[src/rtl/lamp_ctrl_pkg.sv]
package lamp_ctrl_pkg;
    localparam int unsigned SW_COUNT = 2;

    typedef struct packed {
        logic prev;
    } edge_state_t;

    typedef struct packed {
        logic lamp;
    } lamp_state_t;
endpackage

[src/rtl/lamp_sw_sync.sv]
module lamp_sw_sync #(
    parameter int unsigned STAGES = 2
) (
    input  logic clk_i,
    input  logic async_i,
    output logic sync_o
);
    logic [STAGES-1:0] chain_d, chain_q;

    always_comb begin
        chain_d = (chain_q << 1) | STAGES'(async_i);
    end

    always_ff @(posedge clk_i) begin
        chain_q <= chain_d;
    end

    assign sync_o = chain_q[STAGES-1];
endmodule

[src/rtl/lamp_sw_edge.sv]
module lamp_sw_edge
    import lamp_ctrl_pkg::*;
(
    input  logic clk_i,
    input  logic rst_i,
    input  logic level_i,
    output logic change_o
);
    edge_state_t st_d, st_q;

    always_comb begin
        st_d      = st_q;
        st_d.prev = level_i;
    end

    always_ff @(posedge clk_i) begin
        st_q <= st_d;
    end

    assign change_o = rst_i ? 1'b0 : (level_i ^ st_q.prev);


    change_tracks_level_chk: assert property (@(posedge clk_i) disable iff (rst_i)
        change_o == !$stable(level_i));
endmodule

[src/rtl/lamp_toggle.sv]
module lamp_toggle
    import lamp_ctrl_pkg::*;
#(
    parameter logic RESET_LAMP = 1'b0
) (
    input  logic                clk_i,
    input  logic                rst_i,
    input  logic [SW_COUNT-1:0] change_i,
    output logic                lamp_o
);
    lamp_state_t st_d, st_q;

    always_comb begin
        st_d = st_q;
        if (rst_i) begin
            st_d.lamp = RESET_LAMP;
        end else begin
            st_d.lamp = st_q.lamp ^ (^change_i);
        end
    end

    always_ff @(posedge clk_i) begin
        st_q <= st_d;
    end

    assign lamp_o = st_q.lamp;


    reset_value_chk: assert property (@(posedge clk_i)
        rst_i |=> lamp_o == RESET_LAMP);


    single_change_flip_chk: assert property (@(posedge clk_i) disable iff (rst_i)
        (^change_i) |=> lamp_o != $past(lamp_o));


    double_change_hold_chk: assert property (@(posedge clk_i) disable iff (rst_i)
        (&change_i) |=> $stable(lamp_o));


    idle_hold_chk: assert property (@(posedge clk_i) disable iff (rst_i)
        !(|change_i) |=> $stable(lamp_o));
endmodule

[src/rtl/twoway_lamp_ctrl.sv]
module twoway_lamp_ctrl
    import lamp_ctrl_pkg::*;
#(
    parameter int unsigned SYNC_STAGES = 2,
    parameter logic        RESET_LAMP  = 1'b0
) (
    input  logic clk_i,
    input  logic rst_i,
    input  logic sw_a_i,
    input  logic sw_b_i,
    output logic lamp_o
);
    logic [SW_COUNT-1:0] sw_raw;
    logic [SW_COUNT-1:0] sw_sync;
    logic [SW_COUNT-1:0] sw_change;

    assign sw_raw = {sw_b_i, sw_a_i};

    for (genvar g = 0; g < SW_COUNT; g++) begin : g_switch
        lamp_sw_sync #(
            .STAGES (SYNC_STAGES)
        ) u_sync (
            .clk_i   (clk_i),
            .async_i (sw_raw[g]),
            .sync_o  (sw_sync[g])
        );

        lamp_sw_edge u_edge (
            .clk_i    (clk_i),
            .rst_i    (rst_i),
            .level_i  (sw_sync[g]),
            .change_o (sw_change[g])
        );
    end

    lamp_toggle #(
        .RESET_LAMP (RESET_LAMP)
    ) u_toggle (
        .clk_i    (clk_i),
        .rst_i    (rst_i),
        .change_i (sw_change),
        .lamp_o   (lamp_o)
    );
endmodule

[config.mk]
export PLATFORM = sky130hd
export DESIGN_NAME = twoway_lamp_ctrl
export DESIGN_NICKNAME = d
export VERILOG_FILES = /design/src/rtl/lamp_ctrl_pkg.sv /design/src/rtl/lamp_sw_sync.sv /design/src/rtl/lamp_sw_edge.sv /design/src/rtl/lamp_toggle.sv /design/src/rtl/twoway_lamp_ctrl.sv
export SDC_FILE = /design/constraint.sdc
export NUM_CORES = 1
export LEC_CHECK = 0
export CAP_MARGIN = 20
export CELL_PAD_IN_SITES_DETAIL_PLACEMENT = 1
export CELL_PAD_IN_SITES_GLOBAL_PLACEMENT = 1
export CORE_AREA = 4 4 41 43
export CTS_BUF_LIST = sky130_fd_sc_hd__clkbuf_4 sky130_fd_sc_hd__clkbuf_8
export DETAILED_ROUTE_END_ITERATION = 7
export DIE_AREA = 0 0 45 47
export MAX_ROUTING_LAYER = met4
export PLACE_DENSITY = 0.34
export SYNTH_ARGS = -nofsm -noshare
export SYNTH_HDL_FRONTEND = slang
export SYNTH_SLANG_ARGS = --single-unit
[constraint.sdc]
create_clock -name clk_i -period 1.5 [get_ports clk_i]
set_input_delay 0.3 -clock clk_i [delete_from_list [all_inputs] [get_ports clk_i]]
set_output_delay 0.3 -clock clk_i [all_outputs]
set_load 0.05 [all_outputs]
==> impl_metrics.py <==
metrics = {
    "cells_and_area": {
        "area_delta_synth_final_pct": 52.4,
        "drive_gt1_frac": 0.263,
        "fin_nets": 24,
        "antenna_cells": 0,
    },
    "clock_network": {
        "tritoncts": "yes",
        "cts.sinks": 7,
        "root_buffer": "clkbuf_4",
        "cts.htree.levels": 1,
        "ctsHoldBuffers": 0,
        "numCtsBuffers": 3,
        "clock_latency_ns": 0.24,
        "cts_setup_buffers": 0,
        "clockBufferDepth": 2,
        "cts.clk_slew.worst_paths_ns": 0.05,
        "cts-resized-gates": 0,
    },
    "critical_path": {
        "cpPeakStageDelay_ns": 0.39,
        "path_cells": "buf_12",
        "crit_family": "flip-flops",
        "crit_path_end_kind": "primary output",
        "crit_type": "reg -> out",
        "cp-start-kind": "flop",
        "critical_path_peak_fanout": 2,
        "critPathArrivalTime_ns": 0.79,
        "slowest_stage": "dfxtp_1",
        "worst_ep_required_time_ns": 1.20,
        "path_buf_inv": 1,
    },
    "floorplanning": {
        "io_pins": 5,
        "start_util": 0.141,
        "row_count": 13,
        "core_area_um2": 1300,
        "die_w_um": 45,
        "die_height_um": 47,
        "die_area_um2": 2120,
    },
    "yosys": {
        "synth_largest_area_cell": "dfxtp_1",
        "synth-edff-count": 0,
        "synth_area_leaders": "dfxtp_1 76%, xnor3_1 12%, xnor2_1 9.5%",
        "async_flop_share": 0,
        "ys_ff_latch": 7,
        "yosys.cell_types.count": 4,
        "avgSynthCellArea_um2": 16.7,
        "synth_flop_cell": "dfxtp_1",
        "yosysMostFrequentCell": "dfxtp_1",
        "synth_top_cell_area_share": 0.762,
        "synthTopCellsByCount": "7 x dfxtp_1, 2 x xnor2_1, 1 x nor2_1, 1 x xnor3_1",
        "syn-num-nets": 15,
        "netlist_area_um2": 184,
        "seq_area_frac_synth": 0.762,
        "ys_warn_count": 0,
        "synthCells": 11,
    },
    "sta": {
        "tightest_slew_ns": 0.162,
        "whs_ns": 0.321,
        "hold_viol": 0,
        "timing.fmax_ghz": 0.917,
        "final-max-slew-violation-count": 0,
        "setup_viol_count_final": 0,
        "finalCritPeriodShare": 0.727,
        "setup-tns-final_ns": 0,
        "skew_ns": 0.00270,
        "period_needed_ns": 1.09,
        "rsz0062_at_grt": "false",
        "slew_headroom": 0.891,
    },
    "detailed_routing": {
        "firstDrtPassIters": 1,
        "ant_nets": 0,
        "drt_iter0_markers": 0,
        "avgViaCountPerCell": 3.00,
        "dr_total_vias": 102,
        "drc": 0,
        "wl_um": 223,
        "wl_per_cell_um": 6.56,
    },
    "power": {
        "irDropWorstVdd_v": 0.000704,
        "p_per_area_nw_per_um2": 1670,
        "leakagePower_nw": 0.119,
    },
    "global_route": {
        "grt_pass1_vias": 110,
        "grt_start_max_net_pins": 6,
        "grt_usage": 0.0295,
        "antenna_found_initial": 0,
        "grt_overflow": 0,
        "grt_pass1_wl_um": 365,
    },
    "job": {
        "max_cap_violations": 0,
    },
    "placed_design": {
        "gp_congestion": 0.565,
        "io_buffers": 4,
    },
    "status": {
        "status": "finished clean",
    },
    "min_path": {
        "hp-class": "reg -> reg",
    },
}
## layout by cell type (no fill, tap or decap), drive strengths merged
cell type / synthesis / layout
xnor3: 1 / 1
dfxtp: 7 / 7
xnor2: 2 / 2
buf: 0 / 1
nor2: 1 / 1
clkbuf: 0 / 3
clkinv: 0 / 1
clkdlybuf4s50: 0 / 3
## routing by layer
metal / routed length, um / GRT usage / vias to the layer above / part of all wire
li1: - / - / 50 / -
met1: 77 / 0.0184 / 48 / 0.35
met2: 117 / 0.0452 / 4 / 0.52
met3: 28 / 0.0345 / 0 / 0.13
met4: 0 / 0.0175 / 0 / 0
met5: 0 / - / - / 0
## worst paths after layout
kind	slack (ns)	start	depth (start not counted)	endpoint
max	0.41	u_toggle.lamp_o	1	lamp_o
max reg2reg	0.48	g_switch[1].u_edge.st_q	3	u_toggle.lamp_o
min	0.32	g_switch[0].u_sync.chain_q[0]	0	g_switch[0].u_sync.chain_q[1]
min reg2reg	0.32	g_switch[0].u_sync.chain_q[0]	0	g_switch[0].u_sync.chain_q[1]
## per-stage QoR
stage               cell area (um^2)  utilization  power, W  setup WS [ns]  cells
global placement                 253        0.194  0.000308          0.480     30
finish                           280        0.215  0.000468          0.410     34
detailed placement               253        0.194  0.000309          0.484     30
floorplan                        184            -  0.000265          0.401     11
CTS                              280        0.215  0.000481          0.390     34
global route                     280        0.215  0.000495          0.357     34
## registers in the layout, indices dropped and copies added (netlist names)
name,cells
g_switch.u_edge.st_q,2
u_toggle.lamp_o,1
g_switch.u_sync.chain_q,4
## cell families (layout without fill, tap and decap cells)
kind of cell  Yosys count  after routing  share of synthesized area
simple gates            1              1                     0.0204
flops                   7              7                      0.762
xor+xnor                3              3                      0.218
buf+inv                 0              8                          0
## layout make-up
class / count / area [um^2]
well taps: 15 / 18.8
multi-input cells: 4 / 43.8
clock buffers: 3 / 22.5
clock inverters: 1 / 5.00
flip-flops and latches: 7 / 140
repair buffers: 4 / 50.0
fillers: 151 / 1020
## where the power goes
part | internal, W | leakage, nW | total (W) | switching (W)
clock | 0.0000971 | 0.0177 | 0.000164 | 0.0000670
combinational | 0.0000520 | 0.0419 | 0.0000899 | 0.0000378
sequential | 0.000202 | 0.0590 | 0.000214 | 0.0000119
total | 0.000351 | 0.119 | 0.000468 | 0.000117
Note: power is estimated with default switching activity, not from simulation.
